## src/rtl/fused_alu_pkg.sv

```systemverilog
package fused_alu_pkg;

    localparam int DATA_W = 8;
    localparam int MSB    = DATA_W - 1;

    typedef logic [DATA_W-1:0] word_t;

    localparam logic [7:0] OPC_ALR   = 8'h4B;
    localparam logic [7:0] OPC_ANC_0 = 8'h0B;
    localparam logic [7:0] OPC_ANC_1 = 8'h2B;
    localparam logic [7:0] OPC_ARR   = 8'h6B;
    localparam logic [7:0] OPC_SBX   = 8'hCB;
    localparam logic [7:0] OPC_ANE   = 8'h8B;
    localparam logic [7:0] OPC_LXA   = 8'hAB;
    localparam logic [7:0] OPC_SBC   = 8'hEB;

    typedef enum logic [2:0] {
        K_NONE, K_ANDSHR, K_ANDSGN, K_ANDROR, K_AXSUB, K_MRGX, K_MRGAX, K_SUBB
    } kind_e;

    typedef struct packed {
        logic a;
        logic x;
        logic n;
        logic v;
        logic z;
        logic c;
    } wen_t;

    typedef struct packed {
        word_t a;
        word_t x;
        logic  n;
        logic  v;
        logic  z;
        logic  c;
        wen_t  we;
    } state_t;

    function automatic kind_e classify(input logic [7:0] opc);
        kind_e k;
        case (opc)
            OPC_ALR:              k = K_ANDSHR;
            OPC_ANC_0, OPC_ANC_1: k = K_ANDSGN;
            OPC_ARR:              k = K_ANDROR;
            OPC_SBX:              k = K_AXSUB;
            OPC_ANE:              k = K_MRGX;
            OPC_LXA:              k = K_MRGAX;
            OPC_SBC:              k = K_SUBB;
            default:              k = K_NONE;
        endcase
        return k;
    endfunction

    function automatic wen_t enables(input kind_e k);
        wen_t w;
        case (k)
            K_ANDSHR, K_ANDSGN: w = '{a:1'b1, x:1'b0, n:1'b1, v:1'b0, z:1'b1, c:1'b1};
            K_ANDROR, K_SUBB:   w = '{a:1'b1, x:1'b0, n:1'b1, v:1'b1, z:1'b1, c:1'b1};
            K_AXSUB:            w = '{a:1'b0, x:1'b1, n:1'b1, v:1'b0, z:1'b1, c:1'b1};
            K_MRGX:             w = '{a:1'b1, x:1'b0, n:1'b1, v:1'b0, z:1'b1, c:1'b0};
            K_MRGAX:            w = '{a:1'b1, x:1'b1, n:1'b1, v:1'b0, z:1'b1, c:1'b0};
            default:            w = '0;
        endcase
        return w;
    endfunction

    function automatic logic is_zero(input word_t w);
        return (w == '0);
    endfunction

endpackage

```

## src/rtl/fused_merge.sv

```systemverilog
module fused_merge
    import fused_alu_pkg::*;
#(
    parameter word_t MAGIC = 8'hEE
) (
    input  word_t a,
    input  word_t x,
    input  word_t op,
    output word_t and_aop,
    output word_t and_ax,
    output word_t mrg_x,
    output word_t mrg_ax
);
    word_t leaky_a;

    always_comb begin
        leaky_a = a | MAGIC;
        and_aop = a & op;
        and_ax  = a & x;
        mrg_x   = leaky_a & x & op;
        mrg_ax  = leaky_a & op;
    end
endmodule

```

## src/rtl/fused_shift.sv

```systemverilog
module fused_shift
    import fused_alu_pkg::*;
(
    input  word_t t,
    input  word_t op,
    input  logic  cin,
    output word_t shr_res,
    output logic  shr_c,
    output word_t ror_res,
    output logic  ror_c,
    output logic  ror_v
);
    word_t sum;

    always_comb begin
        shr_res = {1'b0, t[MSB:1]};
        shr_c   = t[0];
        ror_res = {cin, t[MSB:1]};
        ror_c   = t[MSB];
        sum     = t + op;
        ror_v   = (t[MSB] == op[MSB]) && (sum[MSB] != t[MSB]);
    end
endmodule

```

## src/rtl/fused_sub.sv

```systemverilog
module fused_sub
    import fused_alu_pkg::*;
(
    input  word_t lhs,
    input  word_t rhs,
    input  logic  carry_in,
    output word_t diff,
    output logic  carry_out,
    output logic  ovf
);
    logic [DATA_W:0] wide;

    always_comb begin
        wide      = {1'b0, lhs} + {1'b0, ~rhs} + {{DATA_W{1'b0}}, carry_in};
        diff      = wide[DATA_W-1:0];
        carry_out = wide[DATA_W];
        ovf       = (lhs[MSB] ^ rhs[MSB]) & (lhs[MSB] ^ diff[MSB]);
    end
endmodule

```

## src/rtl/fused_imm_alu.sv

```systemverilog
module fused_imm_alu
    import fused_alu_pkg::*;
#(
    parameter word_t MAGIC = 8'hEE
) (
    input  logic       clk,
    input  logic       rst,
    input  logic       in_valid,
    input  logic [7:0] opcode,
    input  logic [7:0] operand,
    input  logic [7:0] a_in,
    input  logic [7:0] x_in,
    input  logic       n_in,
    input  logic       v_in,
    input  logic       z_in,
    input  logic       c_in,
    output logic [7:0] a_out,
    output logic [7:0] x_out,
    output logic       n_out,
    output logic       v_out,
    output logic       z_out,
    output logic       c_out,
    output logic       we_a,
    output logic       we_x,
    output logic       we_n,
    output logic       we_v,
    output logic       we_z,
    output logic       we_c
);
    kind_e  kind;
    word_t  and_aop, and_ax, mrg_x, mrg_ax;
    word_t  shr_res, ror_res, sub_diff, sub_lhs;
    logic   shr_c, ror_c, ror_v, sub_c, sub_v, sub_cin;
    state_t nxt, cur;

    assign kind = classify(opcode);

    fused_merge #(.MAGIC(MAGIC)) u_merge (
        .a(a_in), .x(x_in), .op(operand),
        .and_aop(and_aop), .and_ax(and_ax), .mrg_x(mrg_x), .mrg_ax(mrg_ax)
    );

    fused_shift u_shift (
        .t(and_aop), .op(operand), .cin(c_in),
        .shr_res(shr_res), .shr_c(shr_c),
        .ror_res(ror_res), .ror_c(ror_c), .ror_v(ror_v)
    );

    // One subtracter serves both the compare-into-X form and subtract-with-borrow.
    assign sub_lhs = (kind == K_AXSUB) ? and_ax : a_in;
    assign sub_cin = (kind == K_AXSUB) ? 1'b1 : c_in;

    fused_sub u_sub (
        .lhs(sub_lhs), .rhs(operand), .carry_in(sub_cin),
        .diff(sub_diff), .carry_out(sub_c), .ovf(sub_v)
    );

    always_comb begin
        nxt.a  = a_in;
        nxt.x  = x_in;
        nxt.n  = n_in;
        nxt.v  = v_in;
        nxt.z  = z_in;
        nxt.c  = c_in;
        nxt.we = enables(kind);
        case (kind)
            K_ANDSHR: begin nxt.a = shr_res; nxt.c = shr_c; end
            K_ANDSGN: begin nxt.a = and_aop; nxt.c = and_aop[MSB]; end
            K_ANDROR: begin nxt.a = ror_res; nxt.c = ror_c; nxt.v = ror_v; end
            K_AXSUB:  begin nxt.x = sub_diff; nxt.c = sub_c; end
            K_MRGX:   begin nxt.a = mrg_x; end
            K_MRGAX:  begin nxt.a = mrg_ax; nxt.x = mrg_ax; end
            K_SUBB:   begin nxt.a = sub_diff; nxt.c = sub_c; nxt.v = sub_v; end
            default:  ;
        endcase
        if (kind == K_AXSUB) begin
            nxt.n = nxt.x[MSB];
            nxt.z = is_zero(nxt.x);
        end else if (kind != K_NONE) begin
            nxt.n = nxt.a[MSB];
            nxt.z = is_zero(nxt.a);
        end
    end

    always_ff @(posedge clk) begin
        if (rst)
            cur <= '0;
        else if (in_valid)
            cur <= nxt;
    end

    assign a_out = cur.a;
    assign x_out = cur.x;
    assign n_out = cur.n;
    assign v_out = cur.v;
    assign z_out = cur.z;
    assign c_out = cur.c;
    assign we_a  = cur.we.a;
    assign we_x  = cur.we.x;
    assign we_n  = cur.we.n;
    assign we_v  = cur.we.v;
    assign we_z  = cur.we.z;
    assign we_c  = cur.we.c;
endmodule

```

## config.mk

```make
export PLATFORM = sky130hd
export DESIGN_NAME = fused_imm_alu
export DESIGN_NICKNAME = d
export VERILOG_FILES = /design/src/rtl/fused_alu_pkg.sv /design/src/rtl/fused_merge.sv /design/src/rtl/fused_shift.sv /design/src/rtl/fused_sub.sv /design/src/rtl/fused_imm_alu.sv
export SDC_FILE = /design/constraint.sdc
export NUM_CORES = 1
export LEC_CHECK = 0
export BUFFER_PORTS_ARGS = -buffer_cell sky130_fd_sc_hd__buf_4
export CAP_MARGIN = 30
export CORE_MARGIN = 10
export CORE_UTILIZATION = 60
export CTS_CLUSTER_DIAMETER = 200
export CTS_CLUSTER_SIZE = 25
export DETAILED_ROUTE_END_ITERATION = 6
export HOLD_SLACK_MARGIN = 0.08
export PLACE_DENSITY = 0.89
export SLEW_MARGIN = 30
export SYNTH_ARGS = -nofsm -noshare
export SYNTH_HDL_FRONTEND = slang
export SYNTH_HIERARCHICAL = 1
export SYNTH_SLANG_ARGS = --single-unit
```

## constraint.sdc

```tcl
create_clock -name clk -period 7.5 [get_ports clk]
set_clock_uncertainty 0.2 [all_clocks]
set_input_delay 1.875 -clock clk [delete_from_list [all_inputs] [get_ports clk]]
set_output_delay 1.875 -clock clk [all_outputs]
set_load 0.005 [all_outputs]
```

## After elaboration in Yosys (flattened, before gate mapping)

Cells that the tools add are included.
Widths: inputs -> output; s select.

- Add/subtract/negate cells: 3
- Eq/ne operators: 17
- Multiplexer cells: 12
- Bitwise logic cells: 9
- Reduce and logical (&&, ||, !) cells: 9

Operator list:

| kind | number |
|---|---|
| $pmux 8 s6 | 1 |
| $and 8x8->8 | 5 |
| $eq 8x8->1 const B | 4 |
| $pmux 6 s5 | 1 |
| $pmux 3 s7 | 1 |
| $eq 8x7->1 const B | 2 |
| $logic_not 8->1 | 2 |
| $pmux 8 s2 | 1 |
| $eq 3x3->1 const B | 4 |
| $reduce_or 2->1 | 5 |
| $add 8x8->9 | 1 |
| $add 9x1->9 | 1 |
| $add 8x8->8 | 1 |
| $eq 8x4->1 const B | 1 |
| $eq 8x6->1 const B | 1 |
| $mux 8 | 1 |
| $not 8->8 | 1 |
| $eq 3x2->1 const B | 2 |
| $mux 1 | 5 |
| $eq 3x1->1 const B | 1 |
| $pmux 1 s3 | 1 |
| $reduce_bool 3->1 | 1 |
| $pmux 1 s2 | 1 |
| $xor 1x1->1 | 2 |
| other kinds (4) | 4 |

- Register bits: 26
- Bits of input ports: 39

## Logic depth before layout (Yosys ltp)

Gate-level depths: netlist of run 1.

- Depth after elaboration: 11
- Gate-level depth with buffers: 19
- Mapped depth without buffers: 17

## By module

Netlist of run 1, hierarchy kept.

By module, submodules not included:

| module | times used | cells each | area an instance (µm²) | sequential area each (µm²) |
|---|---|---|---|---|
| fused_imm_alu | 1 | 284 | 2127.0 | 500.5 |
| fused_sub | 1 | 55 | 400.4 | 0.0 |
| fused_shift | 1 | 37 | 286.5 | 0.0 |
| fused_merge | 1 | 32 | 212.7 | 0.0 |

## Worst setup path before layout of run 1

Ideal clock, no wire load.

- Path type: input port to flip-flop
- Start: input opcode[5]
- End: register cur (netlist bit z_out)
- Arrival time: 5031 ps
- Path slack: 2153 ps
- Stages: 19
- Path through: buf_4 nor2b_1 clkbuf_1 nand2_1 nor2_2 mux2_2 inv_1 fa_1 fa_1 nor2b_1 o31a_1 o21ai_0 a31oi_1 mux2i_1 o2bb2ai_1 nand2_1 nand2_1 nor3_1 a31o_1

- Cells in the longest elaborated chain, start to end: 11
- Elaborated cells between the ends (all ways): 28
- Classes of those cells: add/sub: 2; eq/ne: 15; mux: 7; reduce/logical: 4

RTL lines:

| element | RTL line | text |
|---|---|---|
| from (decl) | fused_imm_alu.sv:9 | `input logic [7:0] opcode,` |
| $eq 8x4->1 or $eq 8x6->1 (tied branches) | fused_alu_pkg.sv:42 | `case (opc)` |
| $reduce_or 2->1 | fused_alu_pkg.sv:42 |  |
| $pmux 3 s7 (*) | fused_alu_pkg.sv:42 |  |
| $eq 3x3->1 (*) | fused_imm_alu.sv:50 | `assign sub_lhs = (kind == K_AXSUB) ? and_ax : a_in;` |
| $mux 8 (*) | fused_imm_alu.sv:50 |  |
| named net sub_lhs[0] | fused_imm_alu.sv:32 | `word_t shr_res, ror_res, sub_diff, sub_lhs;` |
| $add 8x8->9 (*) | fused_sub.sv:14 | `wide = {1'b0, lhs} + {1'b0, ~rhs} + {{DATA_W{1'b0}}, carry_in};` |
| $add 9x1->9 (*) | fused_sub.sv:14 |  |
| named net sub_diff[6] | fused_imm_alu.sv:32 |  |
| $pmux 8 s6 | fused_imm_alu.sv:66 | `case (kind)` |
| $logic_not 8->1 | fused_alu_pkg.sv:69 | `return (w == '0);` |
| $mux 1 | fused_imm_alu.sv:79 | `end else if (kind != K_NONE) begin` |
| $mux 1 (*) | fused_imm_alu.sv:76 | `if (kind == K_AXSUB) begin` |
| to (signal assigned) | fused_imm_alu.sv:89 | `cur <= nxt;` |
| to (decl) | fused_imm_alu.sv:34 | `state_t nxt, cur;` |

Mark *: on every way through the listed nets, which the timed path passes. The rest lies on a longest branch.
A chain may end at the register's enable or synchronous reset.

## Final worst setup path of run 1

- Start: input opcode[6]
- End: register cur (netlist bit z_out)

Same word-level chain as after synthesis.

==> summary.txt, run 1 <==
Cells and area
  • Final Instance Area: 3323 µm²
  • Final nets: 480
  • Fraction of layout cells with a size suffix above 1: 0.2118
  • Ant diodes: 0
  • Register Area: 500.5 µm²
  • Fillers: 442
  • Layout area overhead: 9.798%
  • Area of the multi-input gates: 2135 µm²

Die
  • Die X: 91.03 µm
  • Die Ht: 91.03 µm
  • Num rows: 25
  • Initial Utilization: 0.6283
  • IO Pins: 65
  • CORE AREA: 4817 µm²
  • Die area: 8286 µm²

Setup path
  • Critical Path Sink Type: register
  • RR Startpoint: z_out
  • RR Endpoint: z_out
  • Worst setup SP type: primary input
  • R2r setup slk: 6.04 ns
  • CP cell instances: buf_4, nor2b_1, nand2_1, nor2_2, mux2_2, inv_1, fa_1, fa_1, nor2b_1, o31a_1, o21ai_0, a31oi_1, mux2i_1, o2bb2ai_1, nand2_1, nand2_1, nor3_1, a31o_1
  • Worst r2r path cells: 5
  • Kind of critical path: primary input to register
  • Crit-path max cell delay: 0.53 ns
  • Worst-path maximum fanout: 48
  • Critical Path Start: opcode[6]
  • Worst Path Arrival: 6.04 ns
  • CP most frequent cell: nand2_1
  • Slowest library cell on the worst path: nor2b_1
  • Worst EP required: 7.47 ns

Detailed routing
  • Avg Vias per Cell: 6.350
  • Routed length per placed instance: 18.13 µm
  • Final WL: 8919 µm
  • Final ANT Viol Nets: 0
  • DRT Pass-1 Iters: 5
  • Via count: 3124
  • DRC errors left: 0
  • Drt initial violations: 361

Clocking
  • Root Driver: clkbuf_8
  • Cts bufs inserted: 3
  • Htree depth: 1
  • Clk_lat worst skew: 0.27 ns
  • # clock sinks: 25
  • Post-CTS setup buffers: 0
  • Clk buf depth: 2
  • TritonCTS clock tree: done
  • Clock slew at reported path FFs: 0.08 ns
  • Hold Buf Count CTS: 0
  • Resized Gates After CTS: 0

Global routing
  • Aggregate global routing overflow: 0
  • Largest net degree at the start of global routing: 49
  • First-pass GRT wire length: 14650 µm
  • Global Route Usage Sum: 0.2053
  • Vias in the first global route: 3016
  • Initial antenna violation count: 0

Hold path
  • Critical hold path startpoint: x_out[2]
  • WHS Endpoint: x_out[2]
  • Min-delay worst type: register to register
  • Hold Crit Depth: 2

Timing
  • Final Cycle Share: 0.8090
  • Slew @ Worst Pin: 0.8136 ns
  • Final slew viol count: 0
  • Max Clock Freq: 164.8 MHz
  • Slew margin rel.: 0.4526
  • Min Tclk post-route: 6.067 ns
  • Final setup violating endpoints: 0
  • Setup TNS: 0 ns
  • RSZ-0062 raised after global routing: no
  • Final hold violation count: 0

Power
  • Flop pwr share: 0.377
  • Internal Power: 0.0002481 W
  • Pwr per Cell Area: 114.5 nW/µm²
  • Net switching power: 0.0001323 W
  • Pwr Total: 0.0003804 W
  • Net Sw Frac: 0.3479
  • Clock share of power: 0.206
  • Combinational power share: 0.417
  • Leakage: 1.404 nW
  • VDD IR max: 84.21 µV

Logic synthesis
  • Top-count cell post-synth: nor2_1
  • Synth cell count leaders: 38 x nor2_1, 30 x buf_4, 25 x a21oi_1, 25 x dfxtp_1, 25 x o21ai_0
  • Synth top area share: 0.1654
  • Synth cell types: 62
  • Syn Area/Cell: 7.418 µm²
  • Number of synthesized flops with an enable pin: 0
  • Cells after Synth: 408
  • Async SR Flop Fraction: 0
  • Syn Nets: 462
  • Number of synthesized register bits: 25
  • Synth Cell Area: 3027 µm²
  • Sequential fraction of the synthesis area: 0.1654
  • Main synth FF type: dfxtp_1
  • Main area contributors after synthesis: dfxtp_1 17%, buf_4 7.4%, mux2i_1 7.3%, ha_1 5.4%, nor2_1 4.7%
  • Cell taking the most area after synthesis: dfxtp_1
  • Synth warn: 6

Place
  • RePlAce Congestion: 0.9183
  • DP HPWL: 6805 µm
  • IO buf count: 64
  • Placed inst area: 3278 µm²

Outcome
  • Status: finished clean

Job
  • Maxcap violations: 0
-- worst max path at each step --
stage | endpoint | cells past startpoint | slack [ns]
after detailed placement | z_out | 18 | 1.32
after global routing | a_out[6] | 18 | 1.15
final | z_out | 18 | 1.43
after floorplan | z_out | 19 | 2.15
after CTS | z_out | 18 | 1.57
after global placement | z_out | 16 | 1.44
-- metrics by stage --
| stage | hold WS [ns] | setup slack, ns | instances | util |
|---|---|---|---|---|
| after global placement | 0.2598 | 1.443 | 488 | 0.6795 |
| after global routing | 0.3002 | 1.150 | 492 | 0.6899 |
| final | 0.2784 | 1.433 | 492 | 0.6899 |
| after CTS | 0.2852 | 1.571 | 492 | 0.6899 |
| after floorplan | 0.2627 | 2.153 | 408 | - |
| after detailed placement | 0.2663 | 1.322 | 488 | 0.6805 |
-- cells by family (layout without fill, tap and decap cells) --
| family | after synthesis | after routing | synth area share |
|---|---|---|---|
| buffers and inverters | 72 | 89 | 0.1310 |
| AOI/OAI and AO/OA | 113 | 113 | 0.2530 |
| muxes | 32 | 32 | 0.1100 |
| xor gates and xnor gates | 2 | 2 | 0.005789 |
| and+or+nand+nor | 148 | 148 | 0.2666 |
| other | 1 | 1 | 0.001239 |
| DFF | 25 | 25 | 0.1654 |
| adders and majority gates | 15 | 15 | 0.06697 |
-- area by class of cell --
type	instances	share of cell area
tap	67	0.02523
clock buffer	4	0.01355
sequential	25	0.1506
multi-input combinational	311	0.6423
timing repair buffer	64	0.1446
inverter	21	0.02372
-- cell usage in the layout (no fill, tap or decap), drive strengths merged, types with 13 or more instances in the layout --
cell type  netlist  final
o21ai           26     26
a21oi           28     28
nand2           22     22
nand2b          21     21
nor2            39     39
buf             42     64
dfxtp           25     25
mux2i           22     22
inv             20     20
and2            23     23
ha              13     13
-- worst max-delay path: cells and delay by family --
family / cells / cell delay, ns
simple gates: 7 / 1.52
compound gates: 5 / 0.99
fa+ha+maj: 2 / 0.87
buf+inv: 2 / 0.40
mux: 2 / 0.38
-- registers in the layout (all words and copies together) (netlist names) --
signal	cells
a_out	8
x_out	8
z_out	1
v_out	1
we_n	1
we_x	1
we_a	1
n_out	1
we_c	1
we_v	1
c_out	1
-- per-layer routing --
layer | track usage | share of wire
met5 | 0 | 0
met4 | 0.07572 | 0.033
met3 | 0.04609 | 0.085
met2 | 0.3419 | 0.47
met1 | 0.2518 | 0.41
-- power by group through the flow --
stage | clock [W] | sequential, W | combinational, W
after floorplan | 0 | 0.000147 | 0.000109
after global placement | 0 | 0.000146 | 0.000150
after detailed placement | 0 | 0.000146 | 0.000155
after CTS | 0.0000792 | 0.000143 | 0.000155
after global routing | 0.0000857 | 0.000144 | 0.000173
final | 0.0000783 | 0.000143 | 0.000159
(Power assumes the default switching activity.)
==> run 2, diff against run 1 <==
Settings changed: CORE_UTILIZATION 60 to 51, PLACE_DENSITY 0.89 to 0.8.
Clock period 7.5 ns to 4.97 ns, I/O delays scaled along.
==> summary.txt, run 2 (synthesis results as in run 1) <==
Detailed routing
  • DRT Pass-1 Iters: 5
  • DRC errors left: 0
  • Drt initial violations: 300
  • Avg Vias per Cell: 6.218
  • Routed length per placed instance: 18.19 µm
  • Final ANT Viol Nets: 0
  • Final WL: 9261 µm
  • Via count: 3165

Cells and area
  • Commonest non-fill, non-tap cells in the layout: 76 x buf_4, 38 x nor2_1, 25 x o21ai_0, 25 x a21oi_1, 25 x dfxtp_1
  • Ant diodes: 0
  • Final Instance Area: 3430 µm²
  • Fillers: 518
  • Final nets: 492
  • Fraction of layout cells with a size suffix above 1: 0.2357
  • Layout area overhead: 13.31%
  • Most common cell after layout, fill and taps aside: buf_4

Place
  • IO buf count: 64
  • RePlAce Congestion: 0.9358
  • Placed inst area: 3369 µm²
  • DP HPWL: 7237 µm
  • Place WS: -0.02681 ns

Clocking
  • Htree depth: 1
  • Clk_lat worst skew: 0.27 ns
  • # clock sinks: 25
  • TritonCTS clock tree: done
  • Hold Buf Count CTS: 0
  • Clock slew at reported path FFs: 0.09 ns
  • Cts bufs inserted: 3
  • Clk buf depth: 2
  • Root Driver: clkbuf_8

Setup path
  • R2r setup slk: 3.58 ns
  • CP delay by family, top: compound AO/OA/AOI/OAI gates
  • Worst EP required: 4.98 ns
  • Critical Path Start: opcode[2]
  • Kind of critical path: primary input to register
  • CP cell instances: buf_4, nand4b_4, or2_1, nor2_4, mux2_2, inv_1, fa_1, fa_1, nor2b_1, o31a_1, o21ai_0, a31oi_2, mux2i_1, o2bb2ai_1, nand2_1, nand2_1, o211ai_1, a21oi_1
  • Crit-path max cell delay: 0.45 ns
  • Critical Path Sink Type: register
  • RR Startpoint: z_out
  • Slowest library cell on the worst path: fa_1
  • Worst setup SP type: primary input
  • Worst-path maximum fanout: 6
  • Buf+Inv Stages, Crit Path: 2
  • Worst Path Arrival: 4.63 ns

Global routing
  • Global Route Usage Sum: 0.1869
  • First-pass GRT wire length: 15290 µm
  • Initial antenna violation count: 0
  • Vias in the first global route: 3040
  • Aggregate global routing overflow: 0
  • Largest net degree at the start of global routing: 48

Timing
  • Final slew viol count: 0
  • Setup TNS: 0 ns
  • WHS: 0.2767 ns
  • Min Tclk post-route: 4.622 ns
  • Final Cycle Share: 0.9300
  • Slew margin rel.: 0.4769
  • Final hold violation count: 0
  • Final setup violating endpoints: 0
  • RSZ-0062 raised after global routing: no
  • Slew @ Worst Pin: 0.7833 ns
  • Max Clock Freq: 216.3 MHz
  • Setup WS post-layout: 0.3477 ns

Die
  • Num rows: 27
  • Die area: 9416 µm²
  • IO Pins: 65
  • CORE AREA: 5642 µm²
  • Die Ht: 97.04 µm
  • Die X: 97.04 µm
  • Initial Utilization: 0.5365

Job
  • Maxcap violations: 0

Power
  • Leakage: 1.462 nW
  • Pwr per Cell Area: 170.5 nW/µm²
  • VDD IR max: 163.6 µV

Outcome
  • Status: finished clean

Hold path
  • Min-delay worst type: register to register
  • Critical hold path startpoint: x_out[2]
-- run 2: final timing paths --
kind	to	cells after the start
worst max-delay path	a_out[6]	18
worst max register to register	z_out	5
worst min-delay path	x_out[2]	2
worst min register to register	x_out[2]	2
-- run 2: what timing repair did --
item	CTS	global route
endpoints found under the hold margin	0	0
endpoints found under the setup margin	0	2
setup buffers	0	0
resized for setup	0	2
-- run 2: final cells by class --
type,instances,area (µm²),area share
clock buffers,3,41.29,0.01204
well taps,72,90.09,0.02627
clock inverters,1,7.507,0.002189
flip-flops and latches,25,500.5,0.1459
repair buffers,76,570.5,0.1664
inverters,21,78.83,0.02298
multi-input cells,311,2141,0.6242
-- run 2: stage by stage --
step | util | cells | power, W
floorplan | - | 408 | 0.0003860
global placement | 0.5973 | 505 | 0.0004544
detailed placement | 0.5973 | 505 | 0.0004606
CTS | 0.6059 | 509 | 0.0005828
global route | 0.6079 | 509 | 0.0006209
finish | 0.6079 | 509 | 0.0005847
-- run 2: layer usage --
layer	vias up	wire, µm	GRT usage
met3	24	721	0.02555
li1	1494	-	-
met5	-	0	0
met2	168	4362	0.3129
met1	1479	3937	0.2356
met4	0	240	0.06990
-- run 2: report_power, final --
| part | internal, W | total (W) | switching [W] |
|---|---|---|---|
| sequential | 0.000211 | 0.000216 | 0.00000586 |
| clock | 0.0000568 | 0.000122 | 0.0000656 |
| combinational | 0.000111 | 0.000246 | 0.000135 |
| total | 0.000378 | 0.000585 | 0.000206 |
-- run 2: worst min-delay path, stage by stage, from the launching register on --
cell,delay [ns]
dfxtp_1,0.32
nand2b_1,0.06
a21oi_1,0.06
